--- src/rtl/mbx_pkg.sv ---
package mbx_pkg;
  // Strobes from control to datapath, one per state change.
  typedef struct packed {
    logic outLoad;
    logic outPop;
    logic intLoad;
    logic intPop;
    logic inPush;
    logic inPop;
  } mbxStrb_t;
endpackage

--- src/rtl/mbx_datapath.sv ---
module mbx_datapath
  import mbx_pkg::*;
#(
  parameter int DATA_W   = 32,
  parameter int IN_DEPTH = 4,
  parameter int FIELD_W  = 8,
  parameter int FILL_W   = $clog2(IN_DEPTH + 1)
) (
  input  logic                 clk,
  input  logic                 rstN,
  input  mbxStrb_t             strb,
  input  logic [DATA_W-1:0]    hostWrData,
  input  logic [DATA_W-1:0]    coreOutData,
  input  logic [DATA_W-1:0]    coreIntData,
  output logic                 outCnt,
  output logic                 intCnt,
  output logic [FILL_W-1:0]    inFill,
  output logic [FILL_W-1:0]    inFree,
  output logic [DATA_W-1:0]    outWord,
  output logic [DATA_W-1:0]    intWord,
  output logic [DATA_W-1:0]    inHead,
  output logic [3*FIELD_W-1:0] statusWord,
  output logic                 errFlag
);
  localparam logic [FILL_W-1:0] DEPTH_V = FILL_W'(IN_DEPTH);
  localparam logic [FILL_W-1:0] ONE_V   = FILL_W'(1);

  logic [DATA_W-1:0] inQ [IN_DEPTH];
  logic [FILL_W-1:0] slotTgt;

  // On a write, the new word goes into the slot just past the last queued word.
  // If a pop happens in the same cycle, the queue shifts down, so that slot is one lower.
  assign slotTgt = strb.inPop ? (inFill - ONE_V) : inFill;

  always_ff @(posedge clk) begin
    if (!rstN) begin
      outCnt  <= 1'b0;
      intCnt  <= 1'b0;
      outWord <= '0;
      intWord <= '0;
    end else begin
      if (strb.outLoad) begin
        outCnt  <= 1'b1;
        outWord <= coreOutData;
      end else if (strb.outPop) begin
        outCnt <= 1'b0;
      end
      if (strb.intLoad) begin
        intCnt  <= 1'b1;
        intWord <= coreIntData;
      end else if (strb.intPop) begin
        intCnt <= 1'b0;
      end
    end
  end

  // Fill and free are kept as separate registers so that a mismatch between them can be detected.
  always_ff @(posedge clk) begin
    if (!rstN) begin
      inFill <= '0;
      inFree <= DEPTH_V;
    end else begin
      case ({strb.inPush, strb.inPop})
        2'b10: begin
          inFill <= inFill + ONE_V;
          inFree <= inFree - ONE_V;
        end
        2'b01: begin
          inFill <= inFill - ONE_V;
          inFree <= inFree + ONE_V;
        end
        default: ;
      endcase
    end
  end

  for (genvar i = 0; i < IN_DEPTH; i++) begin : g_slot
    always_ff @(posedge clk) begin
      if (!rstN) begin
        inQ[i] <= '0;
      end else begin
        if (strb.inPop) begin
          if (i < IN_DEPTH - 1) inQ[i] <= inQ[(i < IN_DEPTH - 1) ? i + 1 : i];
        end
        if (strb.inPush && slotTgt == FILL_W'(i)) inQ[i] <= hostWrData;
      end
    end
  end

  assign inHead = inQ[0];

  assign statusWord = {{(FIELD_W-1){1'b0}}, intCnt,
                       {(FIELD_W-FILL_W){1'b0}}, inFree,
                       {(FIELD_W-1){1'b0}}, outCnt};

  always_ff @(posedge clk) begin
    if (!rstN) errFlag <= 1'b0;
    else if (inFree != DEPTH_V - inFill) errFlag <= 1'b1;
  end

  // control must never push when no slot is free
  a_r5_no_push_full: assert property (@(posedge clk) disable iff (!rstN)
    strb.inPush |-> inFree != '0);
  // an accepted write without a pop lowers free by one
  a_r4_free_drop: assert property (@(posedge clk) disable iff (!rstN)
    (strb.inPush && !strb.inPop) |=> inFree == $past(inFree) - ONE_V);
  // a pop without a write lowers fill by one
  a_r6_fill_drop: assert property (@(posedge clk) disable iff (!rstN)
    (strb.inPop && !strb.inPush) |=> inFill == $past(inFill) - ONE_V);
  // free and fill stay complementary
  a_r10_free_fill: assert property (@(posedge clk) disable iff (!rstN)
    inFree + inFill == DEPTH_V);
  // a load never replaces a held outbound word
  a_r7_no_overwrite: assert property (@(posedge clk) disable iff (!rstN)
    (outCnt && !strb.outPop) |=> $stable(outWord));
endmodule

--- src/rtl/mbx_control.sv ---
module mbx_control
  import mbx_pkg::*;
#(
  parameter int DATA_W   = 32,
  parameter int IN_DEPTH = 4,
  parameter int FILL_W   = $clog2(IN_DEPTH + 1),
  parameter int XW       = $clog2(DATA_W / 8 + 1)
) (
  input  logic              clk,
  input  logic              rstN,
  input  logic              hostOutRd,
  input  logic              hostIntRd,
  input  logic              hostInWr,
  input  logic              pollReq,
  input  logic              pollWantRd,
  input  logic              pollWantWr,
  input  logic              coreOutPush,
  input  logic              coreIntPush,
  input  logic              coreInPop,
  input  logic              outCnt,
  input  logic              intCnt,
  input  logic [FILL_W-1:0] inFill,
  input  logic [FILL_W-1:0] inFree,
  input  logic [DATA_W-1:0] outWord,
  input  logic [DATA_W-1:0] intWord,
  output mbxStrb_t          strb,
  output logic [DATA_W-1:0] hostRdData,
  output logic [XW-1:0]     rdXferBytes,
  output logic [XW-1:0]     wrXferBytes,
  output logic              evtOutRead,
  output logic              evtIntRead,
  output logic              evtInWritten,
  output logic              outChanAvail,
  output logic              intChanAvail,
  output logic              pollReadable,
  output logic              pollWritable,
  output logic              intStatMbox,
  output logic              intStatThresh,
  output logic              intEnMbox,
  output logic              intEnThresh,
  output logic              irqMbox,
  output logic              irqThresh
);
  localparam logic [XW-1:0] FULL_XFER = XW'(DATA_W / 8);

  logic intRdReq, outRdOk, intRdOk, outRdMiss, intRdMiss, inWrOk, inWrMiss;
  logic pollRdMiss, pollWrMiss, popFromFull;

  // The outbound read has priority: when both reads are requested together, the interrupt read is dropped.
  assign intRdReq  = hostIntRd && !hostOutRd;
  assign outRdOk   = hostOutRd && outCnt;
  assign outRdMiss = hostOutRd && !outCnt;
  assign intRdOk   = intRdReq && intCnt;
  assign intRdMiss = intRdReq && !intCnt;
  assign inWrOk    = hostInWr && (inFree != '0);
  assign inWrMiss  = hostInWr && (inFree == '0);
  assign pollRdMiss = pollReq && pollWantRd && !intCnt;
  assign pollWrMiss = pollReq && pollWantWr && (inFree == '0);
  assign popFromFull = strb.inPop && (inFree == '0);

  always_comb begin
    strb         = '0;
    strb.outPop  = outRdOk;
    strb.intPop  = intRdOk;
    strb.outLoad = coreOutPush && !outCnt;
    strb.intLoad = coreIntPush && !intCnt;
    strb.inPush  = inWrOk;
    strb.inPop   = coreInPop && (inFill != '0);
  end

  // Host responses and event strobes, registered one cycle after the request.
  always_ff @(posedge clk) begin
    if (!rstN) begin
      hostRdData   <= '0;
      rdXferBytes  <= '0;
      wrXferBytes  <= '0;
      evtOutRead   <= 1'b0;
      evtIntRead   <= 1'b0;
      evtInWritten <= 1'b0;
      pollReadable <= 1'b0;
      pollWritable <= 1'b0;
    end else begin
      evtOutRead   <= outRdOk;
      evtIntRead   <= intRdOk;
      evtInWritten <= inWrOk;
      rdXferBytes  <= (outRdOk || intRdOk) ? FULL_XFER : '0;
      wrXferBytes  <= inWrOk ? FULL_XFER : '0;
      if (outRdOk)      hostRdData <= outWord;
      else if (intRdOk) hostRdData <= intWord;
      pollReadable <= pollReq && intCnt;
      pollWritable <= pollReq && (inFree != '0);
    end
  end

  // Core-side channel-available flags.
  always_ff @(posedge clk) begin
    if (!rstN) begin
      outChanAvail <= 1'b1;
      intChanAvail <= 1'b1;
    end else begin
      if (outRdOk)           outChanAvail <= 1'b1;
      else if (strb.outLoad) outChanAvail <= 1'b0;
      if (intRdOk)           intChanAvail <= 1'b1;
      else if (strb.intLoad) intChanAvail <= 1'b0;
    end
  end

  // Pending bits and enables. When a pending bit is set and cleared in the same cycle, the new set wins.
  always_ff @(posedge clk) begin
    if (!rstN) begin
      intStatMbox   <= 1'b0;
      intStatThresh <= 1'b0;
      intEnMbox     <= 1'b0;
      intEnThresh   <= 1'b0;
    end else begin
      if (strb.intLoad)   intStatMbox <= 1'b1;
      else if (pollRdMiss) intStatMbox <= 1'b0;
      if (popFromFull)     intStatThresh <= 1'b1;
      else if (pollWrMiss) intStatThresh <= 1'b0;
      if (intRdMiss || pollRdMiss) intEnMbox   <= 1'b1;
      if (inWrMiss || pollWrMiss)  intEnThresh <= 1'b1;
    end
  end

  assign irqMbox   = intStatMbox && intEnMbox;
  assign irqThresh = intStatThresh && intEnThresh;

  // the read byte count is either zero or a full word
  a_r2_xfer_legal: assert property (@(posedge clk) disable iff (!rstN)
    rdXferBytes == '0 || rdXferBytes == FULL_XFER);
  // an empty outbound read reports nothing and raises no event
  a_r2_empty_read: assert property (@(posedge clk) disable iff (!rstN)
    (hostOutRd && !outCnt) |=> (rdXferBytes == '0 && !evtOutRead));
  // an empty interrupt-mailbox read arms the mailbox enable
  a_r3_empty_arms: assert property (@(posedge clk) disable iff (!rstN)
    (hostIntRd && !hostOutRd && !intCnt) |=> intEnMbox);
  // a write into a full queue arms the threshold enable and moves nothing
  a_r5_full_reject: assert property (@(posedge clk) disable iff (!rstN)
    (hostInWr && inFree == '0) |=> (intEnThresh && wrXferBytes == '0 && !evtInWritten));
  // a write-interest poll with no space clears the pending threshold bit
  a_r9_poll_clear: assert property (@(posedge clk) disable iff (!rstN)
    (pollReq && pollWantWr && inFree == '0 && !coreInPop) |=> !intStatThresh);
endmodule

--- src/rtl/mbx_status_top.sv ---
module mbx_status_top
  import mbx_pkg::*;
#(
  parameter int DATA_W   = 32,
  parameter int IN_DEPTH = 4,
  parameter int FIELD_W  = 8
) (
  input  logic                 clk,
  input  logic                 rstN,
  input  logic                 hostOutRd,
  input  logic                 hostIntRd,
  input  logic                 hostInWr,
  input  logic [DATA_W-1:0]    hostWrData,
  input  logic                 pollReq,
  input  logic                 pollWantRd,
  input  logic                 pollWantWr,
  input  logic                 coreOutPush,
  input  logic [DATA_W-1:0]    coreOutData,
  input  logic                 coreIntPush,
  input  logic [DATA_W-1:0]    coreIntData,
  input  logic                 coreInPop,
  output logic [DATA_W-1:0]    coreInData,
  output logic                 coreInValid,
  output logic [DATA_W-1:0]    hostRdData,
  output logic [$clog2(DATA_W/8+1)-1:0] rdXferBytes,
  output logic [$clog2(DATA_W/8+1)-1:0] wrXferBytes,
  output logic                 evtOutRead,
  output logic                 evtIntRead,
  output logic                 evtInWritten,
  output logic                 outChanAvail,
  output logic                 intChanAvail,
  output logic [3*FIELD_W-1:0] statusWord,
  output logic                 pollReadable,
  output logic                 pollWritable,
  output logic                 intStatMbox,
  output logic                 intStatThresh,
  output logic                 intEnMbox,
  output logic                 intEnThresh,
  output logic                 irqMbox,
  output logic                 irqThresh,
  output logic                 errFlag
);
  localparam int FILL_W = $clog2(IN_DEPTH + 1);
  localparam int XW     = $clog2(DATA_W / 8 + 1);

  mbxStrb_t          strb;
  logic              outCnt, intCnt;
  logic [FILL_W-1:0] inFill, inFree;
  logic [DATA_W-1:0] outWord, intWord;

  assign coreInValid = (inFill != '0);

  mbx_control #(.DATA_W(DATA_W), .IN_DEPTH(IN_DEPTH), .FILL_W(FILL_W), .XW(XW)) ctrl_i (
    .clk(clk), .rstN(rstN),
    .hostOutRd(hostOutRd), .hostIntRd(hostIntRd), .hostInWr(hostInWr),
    .pollReq(pollReq), .pollWantRd(pollWantRd), .pollWantWr(pollWantWr),
    .coreOutPush(coreOutPush), .coreIntPush(coreIntPush), .coreInPop(coreInPop),
    .outCnt(outCnt), .intCnt(intCnt), .inFill(inFill), .inFree(inFree),
    .outWord(outWord), .intWord(intWord), .strb(strb),
    .hostRdData(hostRdData), .rdXferBytes(rdXferBytes), .wrXferBytes(wrXferBytes),
    .evtOutRead(evtOutRead), .evtIntRead(evtIntRead), .evtInWritten(evtInWritten),
    .outChanAvail(outChanAvail), .intChanAvail(intChanAvail),
    .pollReadable(pollReadable), .pollWritable(pollWritable),
    .intStatMbox(intStatMbox), .intStatThresh(intStatThresh),
    .intEnMbox(intEnMbox), .intEnThresh(intEnThresh),
    .irqMbox(irqMbox), .irqThresh(irqThresh)
  );

  mbx_datapath #(.DATA_W(DATA_W), .IN_DEPTH(IN_DEPTH), .FIELD_W(FIELD_W), .FILL_W(FILL_W)) dp_i (
    .clk(clk), .rstN(rstN), .strb(strb),
    .hostWrData(hostWrData), .coreOutData(coreOutData), .coreIntData(coreIntData),
    .outCnt(outCnt), .intCnt(intCnt), .inFill(inFill), .inFree(inFree),
    .outWord(outWord), .intWord(intWord), .inHead(coreInData),
    .statusWord(statusWord), .errFlag(errFlag)
  );
endmodule

--- config.mk ---
export PLATFORM = sky130hd
export DESIGN_NAME = mbx_status_top
export DESIGN_NICKNAME = d
export VERILOG_FILES = /design/src/rtl/mbx_pkg.sv /design/src/rtl/mbx_datapath.sv /design/src/rtl/mbx_control.sv /design/src/rtl/mbx_status_top.sv
export SDC_FILE = /design/constraint.sdc
export NUM_CORES = 1
export LEC_CHECK = 0
export CAP_MARGIN = 20
export CORE_MARGIN = 5
export CORE_UTILIZATION = 47
export CTS_BUF_LIST = sky130_fd_sc_hd__clkbuf_8 sky130_fd_sc_hd__clkbuf_16
export DETAILED_ROUTE_END_ITERATION = 10
export PLACE_DENSITY = 0.76
export SYNTH_ARGS = -nofsm -noshare
export SYNTH_HDL_FRONTEND = slang
export SYNTH_HIERARCHICAL = 1
export SYNTH_SLANG_ARGS = --single-unit
--- constraint.sdc ---
create_clock -name clk -period 4.9 [get_ports clk]
set_clock_uncertainty 0.2 [all_clocks]
set_input_delay 0.98 -clock clk [delete_from_list [all_inputs] [get_ports clk]]
set_output_delay 0.98 -clock clk [all_outputs]
set_load 0.01 [all_outputs]
==> results of run 1 <==
==> cell type report <==
class | instances | area, um2 | share of cell area
multi-input combinational | 625 | 4200 | 0.303
timing repair buffer | 207 | 2070 | 0.149
inverter | 38 | 148 | 0.0106
clock buffer | 31 | 731 | 0.0526
tap | 319 | 399 | 0.0288
clock inverter | 15 | 150 | 0.0108
sequential | 245 | 6190 | 0.446
==> worst max-delay path by stage <==
stage / slack, ns / to / start
finish: 1.62 / dp_i/inQ[1][13] / coreInPop
floorplan: 0.21 / dp_i/inQ[0][0] / hostInWr
CTS: 1.63 / dp_i/inQ[0][38] / coreInPop
global placement: 1.18 / dp_i/inQ[1][20] / coreInPop
global route: 1.45 / dp_i/inQ[1][26] / dp_i/inFill[0]
detailed placement: 1.12 / dp_i/inQ[1][13] / coreInPop
==> cell usage in the layout (no fill, tap or decap), drive strengths merged, types with 4 or more instances in the layout <==
master           n
dfxtp          117
nor2b           70
nand2b           4
o21ai           71
conb            23
clkdlybuf4s50  191
clkbuf          31
nor2            36
or3              4
nand2          136
xor2             6
inv             39
clkinv          10
o21a             6
and3            37
buf             16
mux2i          130
nor3            65
edfxtp         128
and2             9
==> cell families after synthesis <==
logic type,Yosys count
adder cells (fa/ha/maj),4
buffers and inverters,169
flip-flops,245
AND/OR/NAND/NOR,369
AO/OA/AOI/OAI,90
multiplexers,130
other,2
XOR/XNOR,9
==> state kept, by name, indices dropped and copies added (netlist names), 3 cells and up <==
| signal | cells |
|---|---|
| dp_i/outWord | 32 |
| ctrl_i/hostRdData | 32 |
| dp_i/intWord | 32 |
| dp_i/inFill | 3 |
| dp_i/inFree | 3 |
| dp_i/inQ | 128 |
==> stage by stage <==
stage / instance area [um2] / std cells / hold slack, ns
after floorplan: 11300 / 1039 / 0.277
after global placement: 13000 / 1433 / 0.270
after detailed placement: 13000 / 1433 / 0.284
after CTS: 13900 / 1479 / 0.299
after global routing: 13900 / 1480 / 0.312
final: 13900 / 1480 / 0.293
==> per-layer routing <==
metal | GRT usage | vias to the layer above | share of wire
li1 | - | 3636 | -
met1 | 0.207 | 3467 | 0.40
met2 | 0.294 | 185 | 0.49
met3 | 0.0576 | 42 | 0.085
met4 | 0.0473 | 2 | 0.024
met5 | 0 | - | 0.00055
==> power by group <==
part / total, mW / leakage [nW] / internal [mW] / switching [mW]
Clock: 2.00 / 0.446 / 1.21 / 0.785
Sequential: 2.87 / 2.31 / 2.70 / 0.173
Combinational: 1.61 / 2.55 / 0.763 / 0.846
Total: 6.48 / 5.31 / 4.68 / 1.80
==> critical path, cell delays in order <==
cell             delay (ns)
clkdlybuf4s50_1        0.46
o31a_1                 0.40
or4b_1                 0.53
a311oi_4               0.26
buf_4                  0.47
o21ai_0                0.19
==> impl_metrics.py, run 1 <==
metrics = {
    "power": {
        "p_per_area_nw_per_um2": 467,
        "p_total_mw": 6.48,
        "cellLeakagePower_nw": 5.31,
        "ir_worst_vdd_uv": 264,
    },
    "clock_tree": {
        "clk-insertion-delay-late_ns": 0.52,
        "htreeDepth": 1,
        "cts_root_buffer": "clkbuf_16",
        "ctsHoldBuffers": 0,
        "cts_made_buffers": 26,
        "numClockSinks": 245,
        "cts_setup_buffers": 0,
        "cts_buffer_depth": 3,
        "cts_resized": 0,
        "clkTransAtPathRegs_ns": 0.06,
        "cts_tree": "yes",
    },
    "cells_and_area": {
        "fillers": 1912,
        "drive_above_1_share": 0.111,
        "diodes": 0,
        "areaGrowthSynthToFinish_pct": 23.8,
        "layout.nets": 1254,
        "fin_util": 0.591,
    },
    "critical_path": {
        "end_kind": "register",
        "crit_type": "in -> reg",
        "r2r_end": "dp_i/inQ[1][13]",
        "cp_max_fo": 64,
        "r2r-start": "dp_i/inFill[0]",
        "crit_arrival_ns": 3.33,
        "crit_required_ns": 4.95,
        "start_kind": "primary input",
        "rrSetupSlack_ns": 1.70,
        "rr_worst_depth": 6,
    },
    "synth": {
        "ys.flop_type": "edfxtp_1",
        "synth_compound_area_frac": 0.0461,
        "yosys.area_share.simple": 0.186,
        "yosys_warnings": 6,
        "ys_ff_latch": 245,
        "synth_top_area_share": 0.343,
        "synth_edf_count": 128,
        "synth_area_per_cell_um2": 11.0,
        "async_reset_ff_frac": 0,
        "synth_area_leaders": "edfxtp_1, dfxtp_1, mux2i_1",
        "synth_xor_area_frac": 0.00703,
        "ys_seq_area_frac": 0.552,
        "synth_commonest_cells": "nand2_1, mux2i_1, edfxtp_1",
        "synthesis.instances": 1018,
        "synth.most_common_cell": "nand2_1",
        "yosys-mux-area-fraction": 0.116,
        "yosys.area_share.adder": 0.00513,
        "synth_top_family_by_area": "simple AND/OR/NAND/NOR gates",
        "syn_area_um2": 11200,
        "synth_area_leader_cell": "edfxtp_1",
        "synth_cell_types": 48,
    },
    "sta": {
        "rsz0062_at_grt": "no",
        "finalSetupTns_ns": 0,
        "maxSlewViolCount": 0,
        "fmax_mhz": 305,
        "hold_viol": 0,
        "worstMarginPinSlew_ns": 0.974,
        "post-route-period-util": 0.670,
        "setup_viol": 0,
        "slew-limit-headroom": 0.351,
        "finalWorstSetupSlack_ns": 1.62,
        "fin_crit_ns": 3.28,
    },
    "placed_design": {
        "dp_worst_setup_slack_ns": 1.12,
        "gp_congestion": 0.743,
        "io_buffers": 192,
        "dp_hpwl_mm": 15.6,
    },
    "drt": {
        "via_per_inst": 4.95,
        "drt_wl_total_mm": 23.7,
        "drt_iter0_drc": 418,
        "drc": 0,
        "routed-via-count": 7332,
        "final_antenna_net_count": 0,
        "routedWlPerCell_um": 16.0,
        "drtPass1Iterations": 5,
    },
    "global_route": {
        "grt.total_usage": 0.171,
        "antenna_found_initial": 1,
        "grt_overflow": 0,
        "grt_pass1_wl_mm": 37.7,
        "grt_max_degree": 120,
        "grt_pass1_vias": 7123,
    },
    "die": {
        "die_x_um": 164,
        "dieArea_um2": 27000,
        "ios": 216,
        "core_area_um2": 23500,
        "initial_core_util": 0.478,
        "dieHeight_um": 164,
        "num_rows": 56,
    },
    "status": {
        "status": "finished, final reports clean",
    },
    "hold_path": {
        "hold_depth": 1,
        "min_to": "ctrl_i/intEnThresh",
        "hp-class": "reg -> reg",
        "hold_start": "ctrl_i/intEnThresh",
    },
    "job": {
        "drv_cap": 0,
    },
}
(Power assumes the default switching activity.)
==> run 2, diff against run 1 <==
--- a/config.mk
+++ b/config.mk
@@ -7,10 +7,10 @@
 export LEC_CHECK = 0
 export CAP_MARGIN = 20
 export CORE_MARGIN = 5
-export CORE_UTILIZATION = 47
+export CORE_UTILIZATION = 50
 export CTS_BUF_LIST = sky130_fd_sc_hd__clkbuf_8 sky130_fd_sc_hd__clkbuf_16
 export DETAILED_ROUTE_END_ITERATION = 10
-export PLACE_DENSITY = 0.76
+export PLACE_DENSITY = 0.77
 export SYNTH_ARGS = -nofsm -noshare
 export SYNTH_HDL_FRONTEND = slang
 export SYNTH_HIERARCHICAL = 1
==> constraint.sdc (replaced) <==
create_clock -name clk -period 3.38 [get_ports clk]
set_clock_uncertainty 0.2 [all_clocks]
set_input_delay 0.676 -clock clk [delete_from_list [all_inputs] [get_ports clk]]
set_output_delay 0.676 -clock clk [all_outputs]
set_load 0.01 [all_outputs]
==> impl_metrics.py, run 2 (same netlist as run 1, synthesis figures left out) <==
metrics = {
    "cells_and_area": {
        "drive_above_1_share": 0.112,
        "final_common_cell": "clkdlybuf4s50_1",
        "largest_register": "dp_i/inQ",
        "areaGrowthSynthToFinish_pct": 24.1,
        "largest_reg_flops": 128,
        "diodes": 0,
        "fillers": 1738,
        "fin_util": 0.634,
        "fin_cells": 1453,
        "layout.nets": 1264,
        "fin_area_um2": 13900,
        "mostFrequentLayoutCells": "clkdlybuf4s50_1, nand2_1, mux2i_1",
    },
    "placed_design": {
        "dpl.cell_count": 1405,
        "gp_congestion": 0.740,
        "dp_worst_setup_slack_ns": 0.188,
        "postPlaceCellArea_um2": 13100,
        "dp_hpwl_mm": 16.1,
        "io_buffers": 192,
    },
    "global_route": {
        "grt_pass1_wl_mm": 39.0,
        "use_met3": 0.0611,
        "antenna_found_initial": 1,
        "grt_overflow": 0,
        "grt_max_degree": 112,
        "grtUsageMet1": 0.213,
        "grt_use_met2": 0.323,
        "grt.total_usage": 0.182,
        "grt-busiest-layer": "met2",
        "grt_pass1_vias": 7443,
    },
    "status": {
        "status": "finished, final reports clean",
    },
    "clock_tree": {
        "clkTransAtPathRegs_ns": 0.06,
        "cts_resized": 0,
        "cts_made_buffers": 26,
        "ctsHoldBuffers": 0,
        "clk-insertion-delay-late_ns": 0.51,
        "numClockSinks": 245,
        "cts_tree": "yes",
        "cts_root_buffer": "clkbuf_16",
        "cts_setup_buffers": 0,
        "htreeDepth": 1,
        "cts_buffer_depth": 3,
    },
    "drt": {
        "drt_iter0_drc": 388,
        "routed-via-count": 7403,
        "via_per_inst": 5.09,
        "routedWlPerCell_um": 16.4,
        "final_antenna_net_count": 0,
        "drt_wl_total_mm": 23.9,
        "drc": 0,
        "drtPass1Iterations": 4,
    },
    "critical_path": {
        "crit_required_ns": 2.50,
        "crit_type": "reg -> out",
        "end_kind": "output port",
        "start_kind": "register",
        "crit_arrival_ns": 1.86,
        "cp_max_fo": 9,
    },
    "power": {
        "combPwrFrac": 0.260,
        "ir_worst_vdd_uv": 413,
        "switching_share": 0.279,
        "power.share.sequential": 0.444,
        "pwr-share-clk": 0.296,
        "cellInternalPower_mw": 6.74,
        "power.net_switching_mw": 2.60,
        "p_per_area_nw_per_um2": 671,
        "cellLeakagePower_nw": 5.39,
    },
    "sta": {
        "finalWorstSetupSlack_ns": 0.639,
        "maxSlewViolCount": 0,
        "rsz0062_at_grt": "no",
        "fin_crit_ns": 2.74,
        "worstMarginPinSlew_ns": 0.887,
        "fmax_mhz": 365,
        "post-route-period-util": 0.811,
        "setup_viol": 0,
        "hold_viol": 0,
        "whs_ns": 0.300,
        "slew-limit-headroom": 0.409,
    },
    "die": {
        "core_area_um2": 22000,
        "die_x_um": 160,
        "ios": 216,
        "dieArea_um2": 25500,
        "num_rows": 54,
        "initial_core_util": 0.511,
        "dieHeight_um": 160,
    },
    "hold_path": {
        "hp-class": "in -> reg",
    },
    "job": {
        "drv_cap": 0,
    },
}
run 2: critical path, cell delays in order, from the launching register on:
cell and delay [ns]:
dfxtp_1 0.31, buf_4 0.18, or3_1 0.36, clkdlybuf4s50_1 0.51
run 2: per-stage QoR:
stage	total power [mW]	TNS, ns
finish	9.34	0
global placement	6.58	0
CTS	9.45	0
floorplan	5.82	-2.01
detailed placement	6.66	0
global route	9.82	0
run 2: routing by layer:
layer  up-vias  wire length [um]
met5         -                13
met4         2               435
met3        32              1970
met2       169             11900
met1      3549              9570
li1       3651                 -
run 2: worst paths after layout:
| kind | start | slack (ns) | end | cells after the start |
|---|---|---|---|---|
| hold / removal | rstN | 0.30 | dp_i/inFree[2] | 2 |
| setup reg to reg | dp_i/inFill[2] | 0.69 | dp_i/inQ[1][14] | 5 |
| hold reg to reg | ctrl_i/intChanAvail | 0.30 | ctrl_i/intChanAvail | 2 |
| setup / recovery | dp_i/inFill[0] | 0.64 | coreInValid | 3 |
run 2: power groups by stage:
stage / registers, mW / logic (mW) / clock network (mW)
after global routing: 4.22 / 2.64 / 2.96
after floorplan: 4.18 / 1.64 / 0
after global placement: 4.19 / 2.39 / 0
after CTS: 4.16 / 2.46 / 2.84
after detailed placement: 4.21 / 2.45 / 0
final: 4.15 / 2.42 / 2.77
run 2: final cells by class:
type | instances | area [um2] | share of cell area
Sequential cell | 245 | 6190 | 0.444
Clock inverter | 15 | 85.1 | 0.00611
Tap cell | 280 | 350 | 0.0252
Multi-Input combinational cell | 625 | 4200 | 0.302
Timing Repair Buffer | 217 | 2180 | 0.157
Inverter | 38 | 148 | 0.0106
Clock buffer | 33 | 769 | 0.0553
